## config.mk

```make
export PLATFORM = sky130hd
export DESIGN_NAME = bitop_unit
export DESIGN_NICKNAME = d
export VERILOG_FILES = /design/src/rtl/bitop_pkg.sv /design/src/rtl/bitop_decode.sv /design/src/rtl/bitop_lfsr.sv /design/src/rtl/bitop_unit.sv
export SDC_FILE = /design/constraint.sdc
export NUM_CORES = 1
export LEC_CHECK = 0
export ABC_AREA = 1
export BUFFER_PORTS_ARGS = -buffer_cell sky130_fd_sc_hd__buf_2
export CELL_PAD_IN_SITES_DETAIL_PLACEMENT = 0
export CELL_PAD_IN_SITES_GLOBAL_PLACEMENT = 2
export CORE_ASPECT_RATIO = 1.4
export CORE_MARGIN = 5
export CORE_UTILIZATION = 23
export CTS_CLUSTER_DIAMETER = 200
export DETAILED_ROUTE_END_ITERATION = 10
export PLACE_DENSITY = 0.93
export SETUP_SLACK_MARGIN = 0.4
export SLEW_MARGIN = 20
export SYNTH_ARGS = -nofsm -noshare
export SYNTH_HDL_FRONTEND = slang
export SYNTH_SLANG_ARGS = --single-unit
```

## constraint.sdc

```tcl
create_clock -name clk_i -period 3.6 [get_ports clk_i]
set_input_delay 0.72 -clock clk_i [delete_from_list [all_inputs] [get_ports clk_i]]
set_output_delay 0.72 -clock clk_i [all_outputs]
set_load 0.01 [all_outputs]
```

## src/rtl/bitop_pkg.sv

```systemverilog
package bitop_pkg;
  typedef enum logic [1:0] {CMB_SET, CMB_AND, CMB_OR, CMB_XOR} cmb_e;
  typedef enum logic [2:0] {
    MOD_CLR, MOD_SET, MOD_C, MOD_NC, MOD_Z, MOD_NZ, MOD_RND, MOD_FLIP
  } mod_e;

  typedef struct packed {
    logic legal;
    logic modify;
    logic test;
    logic inv;
    cmb_e cmb;
    mod_e msel;
  } dec_t;

  function automatic logic combine(cmb_e m, logic old, logic t);
    case (m)
      CMB_SET: return t;
      CMB_AND: return old & t;
      CMB_OR:  return old | t;
      default: return old ^ t;
    endcase
  endfunction
endpackage

```

## src/rtl/bitop_decode.sv

```systemverilog
module bitop_decode
  import bitop_pkg::*;
#(
  parameter int unsigned OP_W = 7,
  parameter logic [OP_W-1:0] GROUP_BASE = 7'b0100000
) (
  input  logic [OP_W-1:0] opcode_i,
  input  logic            wc_i,
  input  logic            wz_i,
  output dec_t            dec_o
);
  localparam int unsigned SUB_W = 3;

  logic legal;
  assign legal = (opcode_i[OP_W-1:SUB_W] == GROUP_BASE[OP_W-1:SUB_W]);

  always_comb begin
    dec_o.legal  = legal;
    dec_o.modify = legal & (wc_i == wz_i);
    dec_o.test   = legal & (wc_i ^ wz_i);
    dec_o.inv    = opcode_i[0];
    dec_o.cmb    = cmb_e'(opcode_i[2:1]);
    dec_o.msel   = mod_e'(opcode_i[SUB_W-1:0]);
  end
endmodule

```

## src/rtl/bitop_lfsr.sv

```systemverilog
module bitop_lfsr #(
  parameter int unsigned   W          = 32,
  parameter logic [W-1:0]  TAPS       = 32'h8020_0003,
  parameter logic [W-1:0]  RESET_SEED = 32'h0000_0001
) (
  input  logic         clk_i,
  input  logic         rst_ni,
  input  logic         adv_i,
  input  logic         load_i,
  input  logic [W-1:0] seed_i,
  output logic         rnd_o
);
  logic [W-1:0] state_q;
  logic         fb;

  assign fb    = ^(state_q & TAPS);
  assign rnd_o = state_q[0];

  always_ff @(posedge clk_i or negedge rst_ni) begin
    if (!rst_ni)     state_q <= RESET_SEED;
    else if (load_i) state_q <= (seed_i == '0) ? RESET_SEED : seed_i;
    else if (adv_i)  state_q <= {state_q[W-2:0], fb};
  end

  p_lfsr_nonzero_r8: assert property (@(posedge clk_i) disable iff (!rst_ni)
    state_q != '0);
  p_lfsr_hold_r10: assert property (@(posedge clk_i) disable iff (!rst_ni)
    (!adv_i && !load_i) |=> $stable(state_q));
endmodule

```

## src/rtl/bitop_unit.sv

```systemverilog
module bitop_unit
  import bitop_pkg::*;
#(
  parameter int unsigned DATA_W = 32,
  parameter int unsigned IMM_W  = 9,
  parameter int unsigned OP_W   = 7
) (
  input  logic              clk_i,
  input  logic              rst_ni,
  input  logic              valid_i,
  input  logic [OP_W-1:0]   opcode_i,
  input  logic              wc_i,
  input  logic              wz_i,
  input  logic              imm_i,
  input  logic [DATA_W-1:0] d_val_i,
  input  logic [DATA_W-1:0] s_val_i,
  input  logic [IMM_W-1:0]  s_imm_i,
  input  logic              c_i,
  input  logic              z_i,
  input  logic              seed_load_i,
  input  logic [DATA_W-1:0] seed_i,
  output logic [DATA_W-1:0] d_o,
  output logic              d_we_o,
  output logic              c_o,
  output logic              z_o,
  output logic              illegal_o
);
  localparam int unsigned IDX_W = $clog2(DATA_W);

  dec_t             dec;
  logic [IDX_W-1:0] idx;
  logic             cur_bit, tbit, new_bit, rnd, lfsr_adv;

  bitop_decode #(.OP_W(OP_W)) i_decode (
    .opcode_i(opcode_i), .wc_i(wc_i), .wz_i(wz_i), .dec_o(dec)
  );

  assign lfsr_adv = valid_i & dec.modify & (dec.msel == MOD_RND);

  bitop_lfsr #(.W(DATA_W)) i_lfsr (
    .clk_i(clk_i), .rst_ni(rst_ni), .adv_i(lfsr_adv),
    .load_i(seed_load_i), .seed_i(seed_i), .rnd_o(rnd)
  );

  assign idx     = imm_i ? s_imm_i[IDX_W-1:0] : s_val_i[IDX_W-1:0];
  assign cur_bit = d_val_i[idx];
  assign tbit    = cur_bit ^ dec.inv;

  always_comb begin
    case (dec.msel)
      MOD_CLR: new_bit = 1'b0;
      MOD_SET: new_bit = 1'b1;
      MOD_C:   new_bit = c_i;
      MOD_NC:  new_bit = ~c_i;
      MOD_Z:   new_bit = z_i;
      MOD_NZ:  new_bit = ~z_i;
      MOD_RND: new_bit = rnd;
      default: new_bit = ~cur_bit;
    endcase
  end

  always_comb begin
    d_o       = d_val_i;
    d_we_o    = 1'b0;
    c_o       = c_i;
    z_o       = z_i;
    illegal_o = 1'b0;
    if (valid_i) begin
      if (!dec.legal) begin
        illegal_o = 1'b1;
      end else if (dec.modify) begin
        d_o[idx] = new_bit;
        d_we_o   = 1'b1;
        if (wc_i) begin
          c_o = cur_bit;
          z_o = cur_bit;
        end
      end else begin
        if (wc_i) c_o = combine(dec.cmb, c_i, tbit);
        if (wz_i) z_o = combine(dec.cmb, z_i, tbit);
      end
    end
  end

  p_illegal_quiet_r9: assert property (@(posedge clk_i) disable iff (!rst_ni)
    (valid_i && illegal_o) |-> (!d_we_o && d_o == d_val_i && c_o == c_i && z_o == z_i));
  p_test_no_write_r4: assert property (@(posedge clk_i) disable iff (!rst_ni)
    (valid_i && !illegal_o && (wc_i != wz_i)) |-> (!d_we_o && d_o == d_val_i));
  p_plain_modify_flags_r2: assert property (@(posedge clk_i) disable iff (!rst_ni)
    (valid_i && !illegal_o && !wc_i && !wz_i) |-> (d_we_o && c_o == c_i && z_o == z_i));
  p_both_flags_equal_r3: assert property (@(posedge clk_i) disable iff (!rst_ni)
    (valid_i && !illegal_o && wc_i && wz_i) |-> (d_we_o && c_o == z_o));
  p_single_bit_r11: assert property (@(posedge clk_i) disable iff (!rst_ni)
    $countones(d_o ^ d_val_i) <= 1);
  p_idle_r10: assert property (@(posedge clk_i) disable iff (!rst_ni)
    !valid_i |-> (!d_we_o && !illegal_o && c_o == c_i && z_o == z_i));
endmodule

```

# ---- Word level (Yosys, flattened, before mapping)
# Index checks and enable logic that the tools add are counted.
dict set report classes {
  n_lt_le_gt_ge 2
  n_eq_ne 10
  n_mux 30
  n_reduce_logical 6
  bitwise 13
}
# op count
set op_table {}
lappend op_table {{32-bit 2-to-1 mux} 6}
lappend op_table {{32-bit bitwise mux} 1}
lappend op_table {{32-bit logical NOT} 1}
lappend op_table {{32-bit parity} 1}
lappend op_table {{1-bit 2-to-1 mux} 17}
lappend op_table {{3-bit equality test (second input constant)} 3}
lappend op_table {{1-bit case mux with 7 select lines} 1}
lappend op_table {{3-bit by 2-bit equality test with 1-bit output (second input constant)} 2}
lappend op_table {{5-bit by 6-bit < comparator with 1-bit output (second input constant)} 1}
lappend op_table {{1-bit case mux with 3 select lines} 2}
lappend op_table {{1-bit bitwise AND} 5}
lappend op_table {{1-bit binary-select mux with 5-bit select} 1}
lappend op_table {{1-bit demux with 5-bit select} 1}
lappend op_table {{5-bit by 1-bit >= comparator with 1-bit output (second input constant)} 1}
lappend op_table {{5-bit 2-to-1 mux} 1}
lappend op_table {{4-bit by 3-bit equality test with 1-bit output (second input constant)} 1}
lappend op_table {{3-bit by 1-bit equality test with 1-bit output (second input constant)} 1}
lappend op_table {{3-bit logical NOT} 1}
lappend op_table {{1-bit inverter} 3}
lappend op_table {{1-bit bitwise XOR} 3}
lappend op_table {{2-bit by 1-bit equality test with 1-bit output (second input constant)} 1}
lappend op_table {{2-bit equality test (second input constant)} 1}
lappend op_table {{2-bit logical NOT} 1}
lappend op_table {{1-bit bitwise OR} 2}
lappend op_table {{other kinds (3)} 3}
dict set report word_totals {
  input_bits 121
  regBits 32
  elab_cells 62
  out_inout_bits 36
}

# ---- Depth between registers and ports, before layout
dict set report depth {
  depth_word 10
  mapped_depth 21
  depth_no_buf 20
}

# ---- Hierarchy
# From an unflattened synthesis, not the netlist that was laid out.
dict set report hier_totals {
  hier_cells 565
  hier_area_um2 3249.4
}
# mod area_each_um2 cells_each instances seq_area_each_um2
set modules_own_cells {}
lappend modules_own_cells {bitop_lfsr 1642.8 219 1 802.0}
lappend modules_own_cells {bitop_unit 1497.7 324 1 0.0}
lappend modules_own_cells {bitop_decode 108.9 22 1 0.0}

# ---- Least setup slack after synthesis
# Ideal clock, no wire load.
dict set report synth_path {
  kind {input to output}
  from {in imm_i}
  to {out c_o}
  t_required_ns 2.880
  cell_stages 19
  arrival_time_ns 2.489
  path_buffers 2
  slack_ns 0.391
  cell_sequence {buf_6 > nand2_4 > nand2_4 > buf_6 > nand2_1 > nand2_1 > nand2_1 > nand2_1 > nand2_1 > nand2_1 > nor2_2 > nand2_2 > nand2_1 > nand2_1 > ha_1 > o21ai_0 > nor2_1 > nand2_1 > a21oi_1}
}
dict set report synth_via {
  elab_chain_len 10
  word_cells_on_any_way 13
  cone_classes {mux: 9; bitwise: 4}
}
# element line
set synth_rtl {}
lappend synth_rtl {{from (decl)} bitop_unit.sv:14} ;# input logic imm_i,
lappend synth_rtl {{5-bit 2-to-1 mux (*)} bitop_unit.sv:45} ;# assign idx = imm_i ? s_imm_i[IDX_W-1:0] : s_val_i[IDX_W-1:0];
lappend synth_rtl {{1-bit binary-select mux with 5-bit select (*)} bitop_unit.sv:46} ;# assign cur_bit = d_val_i[idx];
lappend synth_rtl {{1-bit 2-to-1 mux (not written as such) (*)} bitop_unit.sv:46}
lappend synth_rtl {{1-bit bitwise XOR} bitop_unit.sv:47} ;# assign tbit = cur_bit ^ dec.inv;
lappend synth_rtl {{1-bit bitwise XOR, or another cell as far along} bitop_pkg.sv:21} ;# default: return old ^ t;
lappend synth_rtl {{1-bit case mux with 3 select lines} bitop_pkg.sv:17} ;# case (m)
lappend synth_rtl {{1-bit 2-to-1 mux} bitop_unit.sv:79} ;# if (wc_i) c_o = combine(dec.cmb, c_i, tbit);
lappend synth_rtl {{1-bit 2-to-1 mux (*)} bitop_unit.sv:71} ;# end else if (dec.modify) begin
lappend synth_rtl {{1-bit 2-to-1 mux (*)} bitop_unit.sv:69} ;# if (!dec.legal) begin
lappend synth_rtl {{1-bit 2-to-1 mux (*)} bitop_unit.sv:68} ;# if (valid_i) begin
lappend synth_rtl {{to (decl)} bitop_unit.sv:24} ;# output logic c_o,
# Mark *: on every way between the ends. The rest lies on a longest branch, timed or not. The select of a mux whose other input is x is not followed.

# ---- Worst setup path after layout
dict set report layout_path {
  from {in imm_i}
  to {out d_o[14]}
}
dict set report layout_via {
  elab_chain_len 9
  word_cells_on_any_way 14
  cone_classes {order compare: 2; mux: 10; bitwise: 1; reduce/logical: 1}
}
# element line
set layout_rtl {}
lappend layout_rtl {{5-bit 2-to-1 mux (*)} bitop_unit.sv:45}
lappend layout_rtl {{1-bit binary-select mux with 5-bit select, or another cell as far along} bitop_unit.sv:46}
lappend layout_rtl {{1-bit 2-to-1 mux (not written as such) / 1-bit logical AND (equally long branches)} {bitop_unit.sv:46, bitop_unit.sv:72}}
lappend layout_rtl {{1-bit inverter / 1-bit 2-to-1 mux (equally long branches)} {bitop_unit.sv:58, bitop_unit.sv:72}}
lappend layout_rtl {{1-bit case mux with 7 select lines / 1-bit demux with 5-bit select (equally long branches)} {bitop_unit.sv:50, bitop_unit.sv:72}}
lappend layout_rtl {{32-bit bitwise mux (*)} bitop_unit.sv:72} ;# d_o[idx] = new_bit;
lappend layout_rtl {{32-bit 2-to-1 mux (*)} bitop_unit.sv:71}
lappend layout_rtl {{32-bit 2-to-1 mux (*)} bitop_unit.sv:69}
lappend layout_rtl {{32-bit 2-to-1 mux (*)} bitop_unit.sv:68}
lappend layout_rtl {{to (decl)} bitop_unit.sv:22} ;# output logic [DATA_W-1:0] d_o,
# Marked as above.

==> results.cfg <==
[status]
status = finished, final reports clean

[floorplan]
initial_utilization = 0.233
ios = 157
horiz_die_dim_um = 110
floorplan.die_area_um2 = 16500
placement_rows = 51
dieHeight_um = 150
fp.coreArea_um2 = 13800

[synth]
yosys.cell_count.top_type = sky130_fd_sc_hd__nand2_1
count_of_unique_library_cells_instantiated_by_yosys = 34
synth_sequential_area_ratio = 0.249
synth-async-reset-ratio = 1.00
synth_enable_flop_cells = 0
postSynthNetCount = 651
yosys_warnings = 0
mappedNetlistArea_um2 = 3220
synth_cells = 528
synth_top_cell_by_area = sky130_fd_sc_hd__dfrtp_1
yosys.area.top_type_share = 0.241
ys.flop_type = sky130_fd_sc_hd__dfrtp_1
post_synth_main_area_contributors = sky130_fd_sc_hd__dfrtp_1 24%, sky130_fd_sc_hd__nand2_1 20%, sky130_fd_sc_hd__inv_1 10%
synth.ff_latch_count = 32
synthesis.area_per_instance_um2 = 6.10
ys_top_cells_by_count = 171 x sky130_fd_sc_hd__nand2_1, 88 x sky130_fd_sc_hd__inv_1, 66 x sky130_fd_sc_hd__nor2_1

[route]
post-route-drc-count = 0
final_wirelength_mm = 11.0
ant_nets = 0
wl_per_cell_um = 12.8
route.detailed.vias_per_inst = 4.27
num_vias = 3685
drt_pass1_iterations = 4
violation_count_after_the_first_detailed_routing_iteration = 148

[sta]
final.min_clock_period_ns = 3.41
post-route-period-util = 0.947
drv_slew = 0
relSlewSlack = 0.512
tns_ns = 0
fin_worst_skew_ns = 0.00338
finalSetupViolCount = 0
tightest_slew_ns = 0.732
timing.final.hold_violations = 0
grt_setup_unrepaired = true
fmaxAchievable_ghz = 0.293

[setup_path]
classification_of_the_worst_setup_path = in -> out
timing.critical_path.cells = buf_12 > buf_8 > nand2_8 > buf_6 > nand3_2 > nand2_1 > nand2_1 > nand2_1 > nand2_2 > nand2_2 > nor2_4 > nand2_2 > buf_6 > inv_4 > nand2_4 > o41ai_4 > buf_4 > buf_12 > mux2i_1 > buf_2
rr_startpoint = i_lfsr.state_q[0]
rr_worst_depth = 4
cp_data_arrival_time_ns = 2.69
cp_slowest_cell = sky130_fd_sc_hd__buf_4
critical_path.max_stage_delay_ns = 0.20
endpoint_of_the_worst_slack_reg_to_reg_timing_path = i_lfsr.state_q[0]
worst_setup_path_end_kind = output pin
critical_path_peak_fanout = 8
critical_path_required_ns = 2.88
worst-r2r-setup-slack_ns = 2.50
worstSetupStartpointType = primary input

[power_and_ir_drop]
post-layout-total-power_mw = 1.39
p_leak_nw = 2.41
power_per_cell_area_nw_per_um2 = 292
vdd_drop_max_mv = 0.400

[grt]
initial_antenna_violation_count = 0
overall_global_routing_resource_usage = 0.128
globalRoute.totalOverflow = 0
grt_pass1_vias = 3551
grt_pass1_wl_mm = 16.8
grt_start_max_net_pins = 57

[layout]
drive_gt1_frac = 0.344
finish.cell_count_without_fillers = 863
area_growth_syn_to_layout_pct = 47.5
total_nets_final = 799
number_of_flip_flops_under_the_largest_register_name = 32
post-route-util = 0.343
layout.filler_cells = 1535
registers.top_by_ff_count = i_lfsr.state_q
postLayoutCellArea_um2 = 4750
largestRegisters = i_lfsr.state_q (32)

[clocking]
cts_root_buf = sky130_fd_sc_hd__clkbuf_16
cts-buffers-inserted = 5
holdBufCountCts = 0
cts_buffer_depth = 2
cts.sinks = 32
clock_tree.htree_level_count = 2
tritoncts = done
insertion_delay_ns = 0.28
path_clk_slew_ns = 0.05

[placed_design]
dp_hpwl_mm = 8.46
place.port_buffers = 125
dpl.cell_count = 843
routability_congestion = 0.794
placed_instance_area_um2 = 4180

[min_path]
min_path_type = in -> async

[flow_run]
drv.max_cap_violation_count = 0
## report_power, final
part | switching [mW] | total [mW] | internal, mW | leakage, nW
clock | 0.155 | 0.427 | 0.272 | 0.0766
sequential | 0.0148 | 0.422 | 0.407 | 0.393
combinational | 0.299 | 0.538 | 0.239 | 1.94
total | 0.469 | 1.39 | 0.917 | 2.41
## cell usage in the layout (no fill, tap or decap), types with 9 or more instances in the layout
cell / instances
sky130_fd_sc_hd__a21oi_2: 9
sky130_fd_sc_hd__buf_2: 122
sky130_fd_sc_hd__buf_4: 19
sky130_fd_sc_hd__buf_6: 9
sky130_fd_sc_hd__dfrtp_1: 31
sky130_fd_sc_hd__inv_1: 85
sky130_fd_sc_hd__mux2i_1: 22
sky130_fd_sc_hd__nand2_1: 153
sky130_fd_sc_hd__nand2_2: 15
sky130_fd_sc_hd__nand3_1: 11
sky130_fd_sc_hd__nor2_1: 58
sky130_fd_sc_hd__o21ai_0: 56
## worst max-delay path by stage
| stage | startpoint | endpoint |
|---|---|---|
| after floorplan | imm_i | c_o |
| after global placement | imm_i | c_o |
| after detailed placement | imm_i | c_o |
| after CTS | imm_i | d_o[23] |
| after global routing | imm_i | z_o |
| final | imm_i | d_o[14] |
## per-layer routing
layer,vias to the layer above,GRT usage,wire [um]
li1,1948,-,-
met1,1620,0.141,4340
met2,105,0.250,5780
met3,12,0.0164,696
met4,0,0.0318,213
met5,-,0,0
## critical path, delay by kind of cell
| family | cells | cell delay [ns] |
|---|---|---|
| buffers and inverters | 8 | 0.99 |
| multiplexers | 1 | 0.13 |
| AO/OA/AOI/OAI | 1 | 0.15 |
| AND/OR/NAND/NOR | 10 | 0.70 |
## kinds of logic after synthesis
family / after synthesis / synth area share
compound gates: 86 / 0.163
flops: 32 / 0.249
mux: 24 / 0.0824
xor+xnor: 4 / 0.0109
simple gates: 270 / 0.341
buf+inv: 110 / 0.146
fa+ha+maj: 2 / 0.00777
## per-stage QoR
| step | hold WS, ns | worst slack [ns] |
|---|---|---|
| 6_report | 0.497 | 0.191 |
| 5_1_grt | 0.551 | 0.0281 |
| 4_1_cts | 0.525 | 0.181 |
| 3_5_place_dp | 0.512 | -0.0386 |
| 3_3_place_gp | 0.492 | -0.0189 |
| 2_1_floorplan | 0.424 | 0.427 |
## final cells by class
cell class / instances / area [um2] / share of cell area
Tap cell: 185 / 231 / 0.0487
Multi-Input combinational cell: 388 / 2190 / 0.462
Sequential cell: 32 / 802 / 0.169
Clock buffer: 6 / 139 / 0.0292
Antenna cell: 1 / 2.50 / 0.000527
Timing Repair Buffer: 158 / 1020 / 0.215
Clock inverter: 2 / 10.0 / 0.00211
Inverter: 91 / 352 / 0.0740
## timing repair
action	CTS	global route
setup buffers	4	2
pin swaps	14	25
cloned	3	2
setup endpoints to repair	34	34
endpoints found under the hold margin	0	0
resized for setup	48	28
No activity file was read; power rests on OpenSTA's default activity.
